==> src/rtl/cfgld_pkg.sv <==
`timescale 1ns/1ps
package cfgld_pkg;

  // number of 16-bit words that make up the node address
  localparam int ID_WORDS = 3;
  localparam int WORD_W   = 16;

  typedef enum logic [1:0] {
    ST_READ = 2'd0,
    ST_GAP  = 2'd1,
    ST_DONE = 2'd2
  } ldState_t;

  // strobes from control to datapath
  typedef struct packed {
    logic shiftIn;  // capture one returned bit
    logic commit;   // write the assembled word into the register file
  } dpStrobe_t;

endpackage

==> src/rtl/cfgld_ctrl.sv <==
`timescale 1ns/1ps
module cfgld_ctrl
  import cfgld_pkg::*;
#(
  parameter int HALF_CYCLES = 30,
  parameter int NUM_WORDS   = 5,
  parameter int ADDR_W      = 6
) (
  input  logic      clk,
  input  logic      rstN,
  output dpStrobe_t strb,
  output logic      sclk,
  output logic      di,
  output logic      cs,
  output logic      done
);

  localparam int HC_W     = $clog2(HALF_CYCLES) + 1;
  localparam int WD_W     = $clog2(NUM_WORDS) + 1;
  localparam int CMD_LEN  = 3 + ADDR_W;
  localparam int DUMMY_IX = CMD_LEN;
  localparam int LAST_IX  = CMD_LEN + WORD_W;
  localparam int CI_W     = $clog2(LAST_IX + 1);

  ldState_t        state;
  logic [HC_W-1:0] halfCnt;
  logic            halfTick;
  logic            phase;
  logic            gapHalf;
  logic [CI_W-1:0] cycIdx;
  logic [WD_W-1:0] wordIdx;
  logic [CMD_LEN-1:0] cmdWord;
  logic [CMD_LEN-1:0] cmdShift;

  assign halfTick = (state != ST_DONE) && (halfCnt == HC_W'(HALF_CYCLES - 1));

  always_ff @(posedge clk or negedge rstN) begin
    if (!rstN) begin
      halfCnt <= '0;
    end else if (state == ST_DONE || halfTick) begin
      halfCnt <= '0;
    end else begin
      halfCnt <= halfCnt + 1'b1;
    end
  end

  always_ff @(posedge clk or negedge rstN) begin
    if (!rstN) begin
      state   <= ST_READ;
      phase   <= 1'b0;
      gapHalf <= 1'b0;
      cycIdx  <= '0;
      wordIdx <= '0;
    end else if (halfTick) begin
      case (state)
        ST_READ: begin
          if (!phase) begin
            phase <= 1'b1;
          end else begin
            phase <= 1'b0;
            if (cycIdx == CI_W'(LAST_IX)) begin
              state   <= ST_GAP;
              gapHalf <= 1'b0;
            end else begin
              cycIdx <= cycIdx + 1'b1;
            end
          end
        end
        ST_GAP: begin
          if (!gapHalf) begin
            gapHalf <= 1'b1;
          end else if (wordIdx == WD_W'(NUM_WORDS - 1)) begin
            state <= ST_DONE;
          end else begin
            wordIdx <= wordIdx + 1'b1;
            cycIdx  <= '0;
            state   <= ST_READ;
          end
        end
        default: ;
      endcase
    end
  end

  // start bit, read opcode, word address
  assign cmdWord  = {1'b1, 2'b10, ADDR_W'(wordIdx)};
  assign cmdShift = cmdWord << cycIdx;

  assign di   = (state == ST_READ) && (cycIdx < CI_W'(CMD_LEN)) && cmdShift[CMD_LEN-1];
  assign sclk = phase;
  assign cs   = (state == ST_READ);
  assign done = (state == ST_DONE);

  assign strb.shiftIn = halfTick && (state == ST_READ) && !phase
                        && (cycIdx > CI_W'(DUMMY_IX));
  assign strb.commit  = halfTick && (state == ST_READ) && phase
                        && (cycIdx == CI_W'(LAST_IX));


  di_edge_chk: assert property (@(posedge clk) disable iff (!rstN)
    !$stable(di) |-> ($fell(sclk) || $rose(cs)));


  gap_clock_low_chk: assert property (@(posedge clk) disable iff (!rstN)
    !cs |-> !sclk);


  gap_min_chk: assert property (@(posedge clk) disable iff (!rstN)
    $fell(cs) |=> !cs);


  sclk_tick_chk: assert property (@(posedge clk) disable iff (!rstN)
    !$stable(sclk) |-> $past(halfTick));


  done_hold_chk: assert property (@(posedge clk) disable iff (!rstN)
    done |=> done);

endmodule

==> src/rtl/cfgld_dp.sv <==
`timescale 1ns/1ps
module cfgld_dp
  import cfgld_pkg::*;
#(
  parameter int NUM_WORDS = 5,
  parameter int IDX_W     = 4
) (
  input  logic             clk,
  input  logic             rstN,
  input  dpStrobe_t        strb,
  input  logic             sdIn,
  input  logic [IDX_W-1:0] rdIdx,
  output logic [7:0]       rdByte
);

  localparam int NBYTES = 2 * NUM_WORDS;
  localparam int WD_W   = $clog2(NUM_WORDS) + 1;

  logic [WORD_W-1:0] shiftReg;
  logic [WD_W-1:0]   wrPtr;
  logic [7:0]        regFile [NBYTES];

  always_ff @(posedge clk or negedge rstN) begin
    if (!rstN) begin
      shiftReg <= '0;
      wrPtr    <= '0;
    end else begin
      if (strb.shiftIn) shiftReg <= {shiftReg[WORD_W-2:0], sdIn};
      if (strb.commit)  wrPtr    <= wrPtr + 1'b1;
    end
  end

  for (genvar w = 0; w < NUM_WORDS; w++) begin : g_word
    always_ff @(posedge clk or negedge rstN) begin
      if (!rstN) begin
        regFile[2*w]   <= '0;
        regFile[2*w+1] <= '0;
      end else if (strb.commit && wrPtr == WD_W'(w)) begin
        regFile[2*w]   <= shiftReg[15:8];
        regFile[2*w+1] <= shiftReg[7:0];
      end
    end
  end

  always_comb begin
    rdByte = '0;
    for (int i = 0; i < NBYTES; i++) begin
      if (rdIdx == IDX_W'(i)) rdByte = regFile[i];
    end
  end


  wr_bound_chk: assert property (@(posedge clk) disable iff (!rstN)
    strb.commit |-> (wrPtr < WD_W'(NUM_WORDS)));


  no_shift_on_commit_chk: assert property (@(posedge clk) disable iff (!rstN)
    !(strb.commit && strb.shiftIn));

endmodule

==> src/rtl/cfg_rom_loader.sv <==
`timescale 1ns/1ps
module cfg_rom_loader
  import cfgld_pkg::*;
#(
  parameter int HALF_CYCLES = 30,
  parameter int CFG_WORDS   = 2,
  parameter int ADDR_W      = 6,
  localparam int NUM_WORDS  = ID_WORDS + CFG_WORDS,
  localparam int IDX_W      = $clog2(2 * NUM_WORDS + 1)
) (
  input  logic             clk,
  input  logic             rstN,
  input  logic             romDataIn,
  output logic [2:0]       busOut,
  output logic [2:0]       busOe,
  output logic             romSel,
  output logic             loadDone,
  input  logic [IDX_W-1:0] rdIdx,
  output logic [7:0]       rdByte
);

  dpStrobe_t strb;
  logic      sclk;
  logic      di;

  cfgld_ctrl #(
    .HALF_CYCLES(HALF_CYCLES),
    .NUM_WORDS  (NUM_WORDS),
    .ADDR_W     (ADDR_W)
  ) i_ctrl (
    .clk (clk),
    .rstN(rstN),
    .strb(strb),
    .sclk(sclk),
    .di  (di),
    .cs  (romSel),
    .done(loadDone)
  );

  cfgld_dp #(
    .NUM_WORDS(NUM_WORDS),
    .IDX_W    (IDX_W)
  ) i_dp (
    .clk   (clk),
    .rstN  (rstN),
    .strb  (strb),
    .sdIn  (romDataIn),
    .rdIdx (rdIdx),
    .rdByte(rdByte)
  );

  assign busOut = {sclk, di, 1'b0};
  assign busOe  = {!loadDone, !loadDone, 1'b0};

endmodule

==> config.mk <==
export PLATFORM = sky130hd
export DESIGN_NAME = cfg_rom_loader
export DESIGN_NICKNAME = d
export VERILOG_FILES = /design/src/rtl/cfgld_pkg.sv /design/src/rtl/cfgld_ctrl.sv /design/src/rtl/cfgld_dp.sv /design/src/rtl/cfg_rom_loader.sv
export SDC_FILE = /design/constraint.sdc
export NUM_CORES = 1
export LEC_CHECK = 0
export BUFFER_PORTS_ARGS = -buffer_cell sky130_fd_sc_hd__buf_2
export CORE_MARGIN = 4
export CORE_UTILIZATION = 40
export DETAILED_ROUTE_END_ITERATION = 8
export RECOVER_POWER = 25
export REMOVE_ABC_BUFFERS = 1
export SLEW_MARGIN = 20
export SYNTH_ARGS = -nofsm -noshare
export SYNTH_HDL_FRONTEND = slang
export SYNTH_HIERARCHICAL = 1
export SYNTH_SLANG_ARGS = --single-unit
==> constraint.sdc <==
create_clock -name clk -period 3.32 [get_ports clk]
set_input_delay 0.664 -clock clk [delete_from_list [all_inputs] [get_ports clk]]
set_output_delay 0.664 -clock clk [all_outputs]
set_load 0.05 [all_outputs]
==> results.yml <==
yosys:
  avgSynthCellArea_sq_um: 13.4
  syn-cell-area_sq_um: 5760
  ys_ff_latch: 119
  yosysWarnings: 6
  synth_ff_type: "dfrtp_1"
  synth_async_sr_flop_share: 1.00
  synth_cell_types: 48
  synth_edf_count: 0
  synth-seq-area-share: 0.517
  synth_cells: 429
power:
  p_per_area_nw_per_um2: 512
  worst_ir_drop_vdd_mv: 0.351
  power.leakage_nw: 3.22
timing:
  fin_setup_tns_ns: 0
  setup_viol: 0
  hold_violations: 0
  fmax_ghz: 0.338
  worstMarginPinSlew_ns: 1.39
  rsz0062_at_grt: "no"
  final_max_slew_viol_count: 0
  hold_slack_ns: 0.480
  setup_ws_ns: 0.361
  fin_skew_ns: 0.00747
  fin_crit_ns: 2.96
  period_share: 0.891
  slew_headroom: 0.0734
cells_and_area:
  syn_to_final_growth_pct: 14.3
  antennaDiodeCount: 0
  utilization: 0.471
  drive_above_1_share: 0.440
  nFillCells: 1245
  fin_nets: 470
floorplan:
  io_pins: 23
  core_area_sq_um: 14000
  rows: 43
  die_h_microns: 128
  chipWidth_microns: 128
  die_area_sq_um: 16400
  start_util: 0.412
worst_setup_path:
  cp-end-kind: "output port"
  r2r_cells: 9
  worstReg2RegStart: "i_ctrl/cycIdx[0]$_DFFE_PN0P_"
  start_kind: "input pin"
  reg2reg_setup_slack_ns: 0.72
  arrival_ns: 2.30
  cp_max_fo: 13
  worstSetupPathType: "input pin to output port"
  r2r-end: "i_dp/regFile[24]$_DFFE_PN0P_"
  cp.required_ns: 2.66
clocking:
  path_clk_slew_ns: 0.05
  cts_setup_buffers: 0
  cts_hold_buf: 0
  clock_path_buffers: 2
  cts_sinks: 119
  cts_tree: "built"
  cts-root-buf: "clkbuf_16"
  insertion_delay_ns: 0.41
  cts_resized: 0
  cts_max_level: 4
  cts_made_buffers: 17
placed_design:
  dp_slack_ns: 0.365
  portBuffers: 20
  dpl.hpwl_mm: 7.20
  gp_congestion: 0.795
hold_path:
  min_to: "i_dp/regFile[43]$_DFFE_PN0P_"
  min_from: "i_dp/regFile[43]$_DFFE_PN0P_"
  min_delay_path_depth: 1
  hold_path.class: "flop to flop"
detailed_routing:
  dr.pass1.iters: 5
  route.detailed.drc: 0
  drt_iter0_drc: 205
  wl_per_cell_microns: 17.7
  wirelength_mm: 11.5
  vias: 3493
  viasPerCell: 5.41
  postRouteAntennaNets: 0
grt:
  grt_start_max_net_pins: 68
  grt_overflow: 0
  antenna_found_initial: 0
  grt_pass1_vias: 3686
  grt_pass1_wl_mm: 19.4
  grt_use_total: 0.153
status:
  status: "complete, no violations"
run:
  maxCapViolCount: 0
-- per-stage QoR --
stage | total power, mW | instance area (sq um) | instances
2_1_floorplan | 1.52 | 5520 | 399
3_5_place_dp | 1.58 | 5990 | 614
5_1_grt | 3.50 | 6590 | 646
6_report | 3.37 | 6590 | 646
4_1_cts | 3.42 | 6590 | 646
3_3_place_gp | 1.58 | 5990 | 614
-- placed cells by master, fill, tap and decap left out, types with 10 or more instances in the layout --
| cell | netlist | layout |
|---|---|---|
| inv_1 | 12 | 12 |
| mux2i_1 | 16 | 16 |
| or2_2 | 10 | 10 |
| ha_1 | 10 | 10 |
| nor2_1 | 15 | 15 |
| dfrtp_1 | 119 | 119 |
| buf_4 | 12 | 13 |
| clkbuf_16 | 0 | 17 |
| mux2_2 | 111 | 111 |
| buf_2 | 7 | 19 |
-- how the worst max path moves through the flow --
stage                            to  slack, ns                   startpoint  depth (start not counted)
after global placement    rdByte[6]       0.40                     rdIdx[1]                          6
after floorplan           busOut[1]      -0.08  i_ctrl/state[1]$_DFFE_PN0P_                          2
after global routing      rdByte[6]       0.29                     rdIdx[1]                          6
after detailed placement  rdByte[6]       0.37                     rdIdx[1]                          6
final                     rdByte[6]       0.36                     rdIdx[1]                          6
after CTS                 rdByte[6]       0.36                     rdIdx[1]                          6
-- layer usage --
layer  part of all wire  vias up  global-route usage  routed length, microns
li1                   -     1611                   -                       -
met2               0.47       73               0.238                    5410
met5                  0        -                   0                       0
met4             0.0098        0              0.0449                     112
met3              0.055       12              0.0521                     625
met1               0.46     1797               0.205                    5310
-- sequential cells by signal, summed over array words and instances (netlist names) --
name            count
i_ctrl/cycIdx       5
i_ctrl/state        2
i_ctrl/wordIdx      4
i_ctrl/sclk         1
i_dp/shiftReg      16
i_dp/wrPtr          4
i_ctrl/gapHalf      1
i_ctrl/halfCnt      6
i_dp/regFile       80
-- worst max-delay path, cell delays in order --
cell	delay (ns)
buf_2	0.19
or3b_1	0.59
buf_4	0.24
o22a_2	0.22
o21ai_0	0.08
buf_2	0.30
-- cell usage after synthesis (2+ instances only) --
library cell	instances	area share
a222oi_1	8	0.014
buf_6	8	0.016
ha_1	10	0.022
or2_2	10	0.011
nor2_1	15	0.0098
o21ai_0	7	0.0061
o21ai_1	3	0.0026
mux2i_1	16	0.028
nand3b_2	2	0.0039
o41ai_1	7	0.011
buf_4	12	0.016
nand4_1	2	0.0022
nand2_1	5	0.0033
xor2_1	5	0.0076
o22a_1	2	0.0030
a21oi_1	2	0.0017
xnor2_1	6	0.0091
dfrtp_1	119	0.52
clkbuf_1	3	0.0020
nand3_1	6	0.0052
nor3b_2	2	0.0043
mux2_2	111	0.22
inv_1	12	0.0078
and3_1	3	0.0033
o31ai_1	9	0.012
mux2_1	5	0.0098
nor3_1	5	0.0043
o22a_2	6	0.010
buf_2	7	0.0061
and2b_2	3	0.0046
-- report_power, final --
| part | switching [mW] | internal [mW] |
|---|---|---|
| clock network | 0.616 | 1.20 |
| logic | 0.0753 | 0.0281 |
| registers | 0 | 1.45 |
-- kinds of logic (layout without fill, tap and decap cells) --
group / Yosys count / after routing / share of synthesized area
mux: 132 / 132 / 0.255
flops: 119 / 119 / 0.517
simple gates: 64 / 64 / 0.0702
compound gates: 49 / 49 / 0.0693
buf+inv: 43 / 79 / 0.0497
xor+xnor: 11 / 11 / 0.0167
fa+ha+maj: 10 / 10 / 0.0217
other cells: 1 / 2 / 0.000651
-- area by class of cell --
| class | count | area, sq um | share of cell area |
|---|---|---|---|
| multi-input cells | 268 | 2500 | 0.380 |
| clock buffers | 24 | 502 | 0.0762 |
| flip-flops and latches | 119 | 2980 | 0.452 |
| inverters | 12 | 45.0 | 0.00684 |
| repair buffers | 35 | 238 | 0.0361 |
| clock inverters | 8 | 93.8 | 0.0143 |
| well taps | 180 | 225 | 0.0342 |
Note: power is estimated with default switching activity, not from simulation.
